**config.mk**
```make
export PLATFORM = sky130hd
export DESIGN_NAME = irq_agg
export DESIGN_NICKNAME = d
export VERILOG_FILES = /design/src/rtl/irq_agg.sv
export SDC_FILE = /design/constraint.sdc
export NUM_CORES = 1
export LEC_CHECK = 0
export ABC_AREA = 1
export BUFFER_PORTS_ARGS = -buffer_cell sky130_fd_sc_hd__buf_2
export CAP_MARGIN = 20
export CORE_AREA = 2 2 49 51
export CTS_BUF_LIST = sky130_fd_sc_hd__clkbuf_16
export CTS_CLUSTER_DIAMETER = 40
export DETAILED_ROUTE_END_ITERATION = 10
export DIE_AREA = 0 0 51 53
export GPL_ROUTABILITY_DRIVEN = 0
export PLACE_DENSITY_LB_ADDON = 0.1
export SETUP_SLACK_MARGIN = 0.1
export SLEW_MARGIN = 20
export SYNTH_ARGS = -nofsm -noshare
export SYNTH_HDL_FRONTEND = slang
export SYNTH_SLANG_ARGS = --single-unit
```
**constraint.sdc**
```tcl
create_clock -name clk -period 0.8 [get_ports clk]
set_input_delay 0.04 -clock clk [delete_from_list [all_inputs] [get_ports clk]]
set_output_delay 0.04 -clock clk [all_outputs]
set_load 0.05 [all_outputs]
```
**src/rtl/irq_agg.sv**
```systemverilog
module irq_agg #(
  parameter int NSRC = 8
) (
  input  logic            clk,
  input  logic            rst_n,
  input  logic [NSRC-1:0] evt_i,
  input  logic [1:0]      reg_addr,
  input  logic            reg_we,
  input  logic [NSRC-1:0] reg_wdata,
  output logic [NSRC-1:0] reg_rdata,
  output logic            irq_o
);
  localparam logic [1:0] A_STAT = 2'd0;
  localparam logic [1:0] A_MASK = 2'd1;
  localparam logic [1:0] A_POL  = 2'd2;

  logic [NSRC-1:0] status_q, mask_q, clr, captured;
  logic            pol_q, pending;

  assign clr      = (reg_we && reg_addr == A_STAT) ? reg_wdata : '0;
  assign captured = evt_i & ~mask_q;

  always_ff @(posedge clk or negedge rst_n) begin
    if (!rst_n) begin
      status_q <= '0;
      mask_q   <= '0;
      pol_q    <= 1'b0;
    end else begin
      status_q <= (status_q & ~clr) | captured;
      if (reg_we && reg_addr == A_MASK) mask_q <= reg_wdata;
      if (reg_we && reg_addr == A_POL)  pol_q  <= reg_wdata[0];
    end
  end

  assign pending = |(status_q & ~mask_q);
  assign irq_o   = pol_q ? pending : ~pending;

  always_comb begin
    case (reg_addr)
      A_STAT:  reg_rdata = status_q;
      A_MASK:  reg_rdata = mask_q;
      A_POL:   reg_rdata = {{(NSRC-1){1'b0}}, pol_q};
      default: reg_rdata = '0;
    endcase
  end


  masked_no_capture_chk: assert property (@(posedge clk) disable iff (!rst_n)
    1'b1 |=> ((status_q & ~$past(status_q) & $past(mask_q)) == '0));


  event_beats_clear_chk: assert property (@(posedge clk) disable iff (!rst_n)
    1'b1 |=> ((status_q & $past(evt_i & ~mask_q)) == $past(evt_i & ~mask_q)));


  sticky_until_clear_chk: assert property (@(posedge clk) disable iff (!rst_n)
    1'b1 |=> (($past(status_q) & ~$past(clr) & ~status_q) == '0));


  idle_level_chk: assert property (@(posedge clk) disable iff (!rst_n)
    ((status_q & ~mask_q) == '0) |-> (irq_o == !pol_q));


  pol_upper_zero_chk: assert property (@(posedge clk) disable iff (!rst_n)
    (reg_addr == A_POL) |-> (reg_rdata[NSRC-1:1] == '0));
endmodule

```
==> impl_metrics.json, run 1 <==
{
  "outcome": "finished with violations",
  "failed_checks": "setup timing",
  "drc": 0,
  "setup_ws_ps": -593,
  "antenna_found_initial": 0,
  "synth_flop_cell": "dfrtp_1",
  "yosysWarnings": 0,
  "fin_nets": 207,
  "antenna-diode-count": 0,
  "ioPinCount": 30,
  "first_iter_violations": 10,
  "numCtsBuffers": 3,
  "synth.top_cell.area_share_pct": 46.3,
  "fin_crit_sh_pct": 174,
  "whs_path_depth": 3,
  "synthSimpleGateAreaFrac_pct": 27.5,
  "worst_r2r_path_depth": 4,
  "cellPowerDensity_mw_per_mm2": 1980,
  "totalWireLength_um": 2600,
  "hold_viol": 0,
  "clk_path_buf_depth": 2,
  "slew_violations": 0,
  "grt_pass1_vias": 987,
  "nFillCells": 138,
  "die_area_mm2": 0.00270,
  "overflow": 0,
  "synth.distinct_cells": 13,
  "synthTopCellsByArea": "dfrtp_1 (46%), nand2_1 (19%), o21ai_0 (8.7%)",
  "root_buffer": "clkbuf_16",
  "ys_async_sr_fraction_pct": 100,
  "clk_latency_ps": 250,
  "whs_ps": 10.6,
  "worstSetupPathType": "reg2out",
  "synth_compound_area_share_pct": 17.2,
  "setup_violations": 11,
  "r2r-start": "status_q[5]$_DFF_PN0_",
  "reg2reg_to": "status_q[5]$_DFF_PN0_",
  "synth_largest_area_cell": "dfrtp_1",
  "syn_inst": 119,
  "yosysMostFrequentCell": "nand2_1",
  "min_from": "evt_i[3]",
  "max_freq_mhz": 718,
  "dieHeight_um": 53,
  "numClockSinks": 17,
  "row_count": 17,
  "vias": 999,
  "crit_fanout": 2,
  "muxShareOfSynthArea_pct": 0,
  "period_minus_slack_ps": 1390,
  "critical_path.startpoint_type": "register",
  "cap_violations": 0,
  "synth.avg_cell_area_um2": 7.72,
  "worst_slew_pin_slew_ps": 395,
  "core-area_mm2": 0.00215,
  "synthAdderAreaFrac_pct": 0,
  "yosysSeqAreaShare_pct": 46.3,
  "drt-pass1-iter-count": 4,
  "grt_usage_pct": 20.6,
  "synth_top_family_by_area": "simple AND/OR/NAND/NOR gates",
  "ir_drop_v": 0.00173,
  "synth_edf_count": 0,
  "grt_start_max_net_pins": 18,
  "arrival_ps": 1350,
  "synth_area_um2": 918,
  "holdPathEnd": "status_q[3]$_DFF_PN0_",
  "p_leak_nw": 0.848,
  "grt_pass1_wl_um": 4150,
  "max_slew_margin_pct": 73.7,
  "port_buffers": 29,
  "worst_setup_path_end_kind": "primary output",
  "synth_xor_area_share_pct": 0,
  "rsz0062_at_grt": "yes",
  "worst_ep_required_time_ps": 760,
  "postLayoutCoreUtil_pct": 78.9,
  "clkTransAtPathRegs_ps": 60,
  "tritoncts": "done",
  "netlist_top_cells_count": "nand2_1 (46), inv_1 (18), dfrtp_1 (17)",
  "multi_input_area_um2": 533,
  "via_per_inst": 4.69,
  "start_util_pct": 42.7,
  "area_growth_pct": 84.5,
  "die_width_um": 51,
  "cts-htree-levels": 1,
  "fin_skew_ps": 2.95,
  "syn-num-nets": 140,
  "antenna_left": 0,
  "drive_above_1_share_pct": 61.6,
  "hp-class": "in2reg",
  "avgRoutedWirePerCell_um": 12.2,
  "hpwl_um": 1680,
  "ff_latch_area_um2": 425,
  "r2r_slack_ps": -40,
  "ys_ff_latch": 17
}
[area by class of cell]
cell class	count	share of cell area (%)
clock buffer	3	4.43
timing repair buffer	63	32.3
clock inverter	1	0.443
multi-input combinational	82	31.5
tap	28	2.07
sequential	17	25.1
inverter	19	4.21
[registers in the layout, summed over array words and instances (netlist names)]
register / flops
pol_q: 1
status_q: 8
mask_q: 8
[per-layer routing]
layer | part of all wire (%) | up-vias | GRT usage [%]
met5 | 0 | - | 0
li1 | - | 505 | -
met1 | 44 | 461 | 25.0
met4 | 2.3 | 0 | 7.21
met3 | 4.1 | 9 | 3.39
met2 | 49 | 24 | 36.8
[cells by family (layout without fill, tap and decap cells)]
family          Yosys count  count (layout)
buf+inv                  20              86
simple gates             57              57
compound gates           25              25
flops                    17              17
[report_power, final]
group	total, mW	switching (mW)	internal, mW	leakage (nW)
registers	1.05	0.0848	0.969	0.188
clock network	1.03	0.357	0.675	0.0371
logic	1.26	0.657	0.607	0.623
total	3.35	1.10	2.25	0.848
[worst max path at each step]
stage	start	end	depth (start not counted)	slack, ps
6_report	mask_q[1]$_DFFE_PN0P_	irq_o	8	-590
5_1_grt	mask_q[1]$_DFFE_PN0P_	irq_o	8	-670
4_1_cts	mask_q[6]$_DFFE_PN0P_	irq_o	7	-490
3_5_place_dp	status_q[0]$_DFF_PN0_	irq_o	6	-340
3_3_place_gp	status_q[0]$_DFF_PN0_	irq_o	6	-330
2_1_floorplan	mask_q[0]$_DFFE_PN0P_	reg_rdata[0]	2	-400
[critical path: stages, from the launching register on]
cell,delay (ps)
dfrtp_1,370
inv_2,60
nand2_1,80
nand2_1,100
nor2_2,130
nand2_1,80
nand2_2,80
nand2_4,60
buf_8,150
[layout by cell type (no fill, tap or decap)]
master          n
nand2_1        29
buf_6          21
buf_2          20
o21ai_2        18
dfrtp_1        17
nand2_2        16
buf_4          12
inv_1          10
inv_2           9
dlygate4sd3_1   7
nand2_4         5
nand3_1         3
clkbuf_16       3
nor2_4          2
o21ai_4         2
o21ai_1         2
o21ai_0         2
nor2_2          2
buf_8           2
o211ai_1        1
clkinvlp_4      1
buf_12          1
[stage by stage]
step	instance area, um2	setup TNS (ps)	std cells	total power [mW]	setup WS, ps
after CTS	1590	-2900	210	3.21	-493
final	1690	-3150	213	3.35	-593
after detailed placement	1280	-2580	196	1.94	-337
after global placement	1280	-2280	196	1.91	-330
after global routing	1690	-3530	213	3.50	-670
after floorplan	945	-2070	119	1.58	-401
[timing repair]
item | in CTS | in global routing
pin swaps | 16 | 9
buffers inserted | 8 | 6
hold endpoints to repair | 23 | 0
setup endpoints to repair | 18 | 23
resized for setup | 50 | 28
hold buffers | 7 | 0
No activity file was read; power rests on OpenSTA's default activity.
==> run 2, diff against run 1 <==
- HOLD_SLACK_MARGIN: default -> 0.1
==> run 2 against run 1 <==
The flow still finishes with violations (setup timing); wire length rose by 0.89%; clock power barely moved; setup slack barely moved; critical endpoint unchanged.
==> impl_metrics.json, run 2 (synthesis gave the netlist of run 1 again) <==
{
  "hpwl_um": 1680,
  "nFillCells": 137,
  "grt_pass1_wl_um": 4190,
  "totalWireLength_um": 2620,
  "worst_setup_path_end_kind": "primary output",
  "busiest_layer": "met2",
  "dieHeight_um": 53,
  "ioPinCount": 30,
  "worst_path_max_delay_cell": "dfrtp_1",
  "overflow": 0,
  "setup_ws_ps": -593,
  "whs_ps": 62.3,
  "core-area_mm2": 0.00215,
  "worstSetupPathType": "reg2out",
  "max_slew_margin_pct": 73.6,
  "max_freq_mhz": 718,
  "cap_violations": 0,
  "port_buffers": 29,
  "hp-class": "in2reg",
  "met2_usage_pct": 37.7,
  "avgRoutedWirePerCell_um": 12.2,
  "clk_path_buf_depth": 2,
  "placedCellCount": 196,
  "rsz0062_at_grt": "yes",
  "cellPowerDensity_mw_per_mm2": 1960,
  "multi_input_area_um2": 533,
  "crit_fanout": 2,
  "failed_checks": "setup timing",
  "hold_viol": 0,
  "tritoncts": "done",
  "die_width_um": 51,
  "finalPower_mw": 3.36,
  "cts_hold_buf": 9,
  "numCtsBuffers": 3,
  "row_count": 17,
  "clkTransAtPathRegs_ps": 60,
  "start_util_pct": 42.7,
  "drive_above_1_share_pct": 61.0,
  "instances_no_fill": 215,
  "antenna_left": 0,
  "antenna-diode-count": 0,
  "layout_commonest_cell": "nand2_1",
  "most-common-layout-cells": "nand2_1 (29), buf_6 (21), buf_2 (20), o21ai_2 (18), dfrtp_1 (17)",
  "p_leak_nw": 0.856,
  "top_regs": "mask_q x8, status_q x8, pol_q x1",
  "grt_use_met1_pct": 25.0,
  "setup_violations": 11,
  "r2r_slack_ps": -40,
  "via_per_inst": 4.72,
  "period_minus_slack_ps": 1390,
  "grt_pass1_vias": 996,
  "ir_drop_v": 0.00171,
  "outcome": "finished with violations",
  "cpPeakStageDelay_ps": 370,
  "fin_nets": 209,
  "critical_path.startpoint_type": "register",
  "first_iter_violations": 11,
  "fin_skew_ps": 2.92,
  "grt_start_max_net_pins": 18,
  "use_met3_pct": 3.39,
  "vias": 1015,
  "fin_crit_sh_pct": 174,
  "cpMostUsedCell": "nand2_1",
  "drt-pass1-iter-count": 4,
  "arrival_ps": 1350,
  "fin_area_mm2": 0.00171,
  "placed_cell_area_mm2": 0.00128,
  "ff_latch_area_um2": 425,
  "grt_usage_pct": 20.8,
  "die_area_mm2": 0.00270,
  "antenna_found_initial": 0,
  "worst_ep_required_time_ps": 760,
  "numClockSinks": 17,
  "postLayoutCoreUtil_pct": 79.8,
  "cts-htree-levels": 1,
  "area_growth_pct": 86.6,
  "root_buffer": "clkbuf_16",
  "slew_violations": 0,
  "drc": 0,
  "clk_latency_ps": 250,
  "path_cells": "inv_2 > nand2_1 > nand2_1 > nor2_2 > nand2_1 > nand2_2 > nand2_4 > buf_8",
  "worst_slew_pin_slew_ps": 395
}
[run 2: changes by cell type in the layout (fill, tap and decap cells not counted)]
cell	delta
dlygate4sd3_1	+2
[run 2: worst max-delay path, delay by kind of cell (launching register included)]
kind          cells  cell delay (ps)
simple gates      6              530
flops             1              370
buf+inv           2              210
[run 2: final timing paths]
path,start,endpoint,cells after the start
max reg2reg,status_q[5]$_DFF_PN0_,status_q[5]$_DFF_PN0_,4
min,reg_wdata[2],mask_q[2]$_DFFE_PN0P_,3
max,mask_q[1]$_DFFE_PN0P_,irq_o,8
max in group asynchronous,rst_n,mask_q[0]$_DFFE_PN0P_,2
min reg2reg,mask_q[2]$_DFFE_PN0P_,mask_q[2]$_DFFE_PN0P_,2
min in group asynchronous,rst_n,status_q[2]$_DFF_PN0_,2
[run 2: final cells by class]
cell class / count / area share, %
clock inverter: 1 / 0.438
inverter: 19 / 4.16
multi-input combinational: 82 / 31.1
tap: 28 / 2.04
clock buffer: 3 / 4.38
timing repair buffer: 65 / 33.1
sequential: 17 / 24.8
[run 2: per-stage QoR]
step	setup slack, ps	TNS (ps)
finish	-593	-3160
floorplan	-401	-2070
global placement	-330	-2280
CTS	-493	-2900
global route	-670	-3540
detailed placement	-337	-2580
[run 2: per-layer routing]
metal,vias to the layer above,part of all wire [%]
met5,-,0
met2,26,50
met1,471,44
met3,9,4.0
li1,509,-
met4,0,2.3
[run 2: power by group]
| part | switching (mW) | total, mW | internal, mW |
|---|---|---|---|
| Combinational | 0.659 | 1.27 | 0.613 |
| Clock | 0.357 | 1.03 | 0.675 |
| Sequential | 0.0849 | 1.05 | 0.969 |
| Total | 1.10 | 3.36 | 2.26 |
[run 2: timing repair]
action                                  4_1_cts  5_1_grt
endpoints found under the setup margin       18       23
pin swaps                                    16        9
hold endpoints to repair                     33        4
setup buffers                                 8        6
resized for setup                            50       28
==> run 3, diff against run 2 <==
==> constraint.sdc (replaced) <==
create_clock -name clk -period 0.8 [get_ports clk]
set_input_delay 0.04 -clock clk [delete_from_list [all_inputs] [get_ports clk]]
set_output_delay 0.04 -clock clk [all_outputs]
set_load 0.005 [all_outputs]
==> run 3 against run 2 <==
Cell count down 1.9%; fmax up 14%; die area unchanged; wire length down 10%; via count down 4.2%; flip-flop and latch count unchanged; non-clock buffer count down 4; largest power group is now registers; the run still ends with setup timing left; utilization down 6.8 points; sequential share of layout area up 2.3 points; critical endpoint unchanged.
==> impl_metrics.json, run 3 (synthesis gave the netlist of run 1 again) <==
{
  "grt_start_max_net_pins": 18,
  "placed_cell_area_mm2": 0.00122,
  "period_minus_slack_ps": 1220,
  "via_per_inst": 4.61,
  "avgRoutedWirePerCell_um": 11.1,
  "worst_ep_required_time_ps": 760,
  "ir_drop_v": 0.00173,
  "worst_r2r_path_depth": 5,
  "cpPeakStageDelay_ps": 410,
  "arrival_ps": 1180,
  "numClockSinks": 17,
  "reg2reg_to": "status_q[0]$_DFF_PN0_",
  "hpwl_um": 1570,
  "root_buffer": "clkbuf_16",
  "drive_above_1_share_pct": 56.8,
  "top_regs": "mask_q x8, status_q x8, pol_q x1",
  "antenna-diode-count": 0,
  "clkTransAtPathRegs_ps": 50,
  "drt-pass1-iter-count": 4,
  "first_iter_violations": 17,
  "overflow": 0,
  "rsz0062_at_grt": "yes",
  "r2r_slack_ps": -20,
  "ioPinCount": 30,
  "critical_path.startpoint_type": "register",
  "setup_violations": 11,
  "hold_viol": 0,
  "outcome": "finished with violations",
  "slew_violations": 0,
  "cap_violations": 0,
  "cp-endpoint": "irq_o",
  "row_count": 17,
  "layout_commonest_cell": "nand2_1",
  "fin_area_mm2": 0.00157,
  "clk_path_buf_depth": 2,
  "nFillCells": 178,
  "critPathLaunch": "status_q[3]$_DFF_PN0_",
  "clk_latency_ps": 240,
  "worstSetupPathType": "reg2out",
  "finalPower_mw": 2.95,
  "totalWireLength_um": 2350,
  "antenna_found_initial": 0,
  "fin_nets": 205,
  "hp-class": "in2reg",
  "antenna_left": 0,
  "port_buffers": 29,
  "drc": 0,
  "start_util_pct": 42.7,
  "fin_skew_ps": 0.612,
  "grt_pass1_wl_um": 3790,
  "cts-htree-levels": 1,
  "cellPowerDensity_mw_per_mm2": 1880,
  "die_width_um": 51,
  "crit_fanout": 3,
  "failed_checks": "setup timing",
  "path_cells": "nand2_2 > nand2_2 > nor2_4 > nand2_1 > nand2_1 > nand2_1 > buf_2",
  "r2r-start": "mask_q[0]$_DFFE_PN0P_",
  "core-area_mm2": 0.00215,
  "fin_crit_sh_pct": 153,
  "die_area_mm2": 0.00270,
  "grt_pass1_vias": 907,
  "grt_usage_pct": 19.3,
  "tritoncts": "done",
  "max_slew_margin_pct": 70.7,
  "worst_slew_pin_slew_ps": 439,
  "cts_hold_buf": 9,
  "max_freq_mhz": 817,
  "numCtsBuffers": 3,
  "dieHeight_um": 53,
  "vias": 972,
  "worst_path_max_delay_cell": "dfrtp_1",
  "p_leak_nw": 0.813,
  "place_ws_ps": -172,
  "setup_ws_ps": -423,
  "worst_setup_path_end_kind": "primary output",
  "cpMostUsedCell": "nand2_1",
  "area_growth_pct": 70.8,
  "most-common-layout-cells": "nand2_1 (32), buf_2 (29), o21ai_2 (18), dfrtp_1 (17), nand2_2 (15)"
}
-- run 3: repair_timing --
item	4_1_cts	5_1_grt
endpoints found under the setup margin	19	19
pin swaps	18	9
setup buffers	9	7
resized for setup	27	35
hold endpoints to repair	33	3
-- run 3: worst max-delay path: cells and delay by family (launching register included) --
| family | cells | cell delay, ps |
|---|---|---|
| DFF | 1 | 410 |
| and+or+nand+nor | 6 | 410 |
| buffers and inverters | 1 | 120 |
-- run 3: routing by layer --
metal | vias up | track usage, % | share of wire [%]
li1 | 501 | - | -
met1 | 447 | 24.0 | 44
met2 | 22 | 34.4 | 52
met3 | 2 | 2.54 | 3.2
met4 | 0 | 6.76 | 0.68
met5 | - | 0 | 0
-- run 3: where the power goes --
part | leakage, nW | switching (mW) | total [mW] | internal, mW
logic | 0.583 | 0.431 | 0.932 | 0.501
clock network | 0.0423 | 0.303 | 0.965 | 0.662
registers | 0.188 | 0.0807 | 1.05 | 0.970
total | 0.813 | 0.814 | 2.95 | 2.13
-- run 3: how the worst min path moves through the flow --
stage,start,cells past startpoint,to,slack [ps]
CTS,reg_wdata[1],3,mask_q[1]$_DFFE_PN0P_,60
finish,reg_wdata[3],3,mask_q[3]$_DFFE_PN0P_,60
floorplan,rst_n,0,mask_q[0]$_DFFE_PN0P_,-260
global route,reg_wdata[3],3,mask_q[3]$_DFFE_PN0P_,80
detailed placement,rst_n,1,status_q[1]$_DFF_PN0_,-10
global placement,rst_n,1,status_q[1]$_DFF_PN0_,-20
-- run 3: area by class of cell --
class / instances / area [um2] / share of cell area [%]
Sequential cell: 17 / 425 / 27.1
Clock buffer: 3 / 75.1 / 4.78
Clock inverter: 1 / 3.75 / 0.239
Timing Repair Buffer: 61 / 460 / 29.3
Tap cell: 28 / 35.0 / 2.23
Multi-Input combinational cell: 82 / 498 / 31.7
Inverter: 19 / 71.3 / 4.55
-- run 3: per-stage QoR --
step / std cells / TNS, ps / utilization, % / hold slack [ps]
floorplan: 119 / 0 / - / -256
global placement: 193 / -259 / 56.9 / -15.4
detailed placement: 193 / -537 / 56.9 / -12.0
CTS: 207 / -2270 / 66.9 / 57.1
global route: 211 / -2720 / 73.0 / 79.0
finish: 211 / -2280 / 73.0 / 56.7
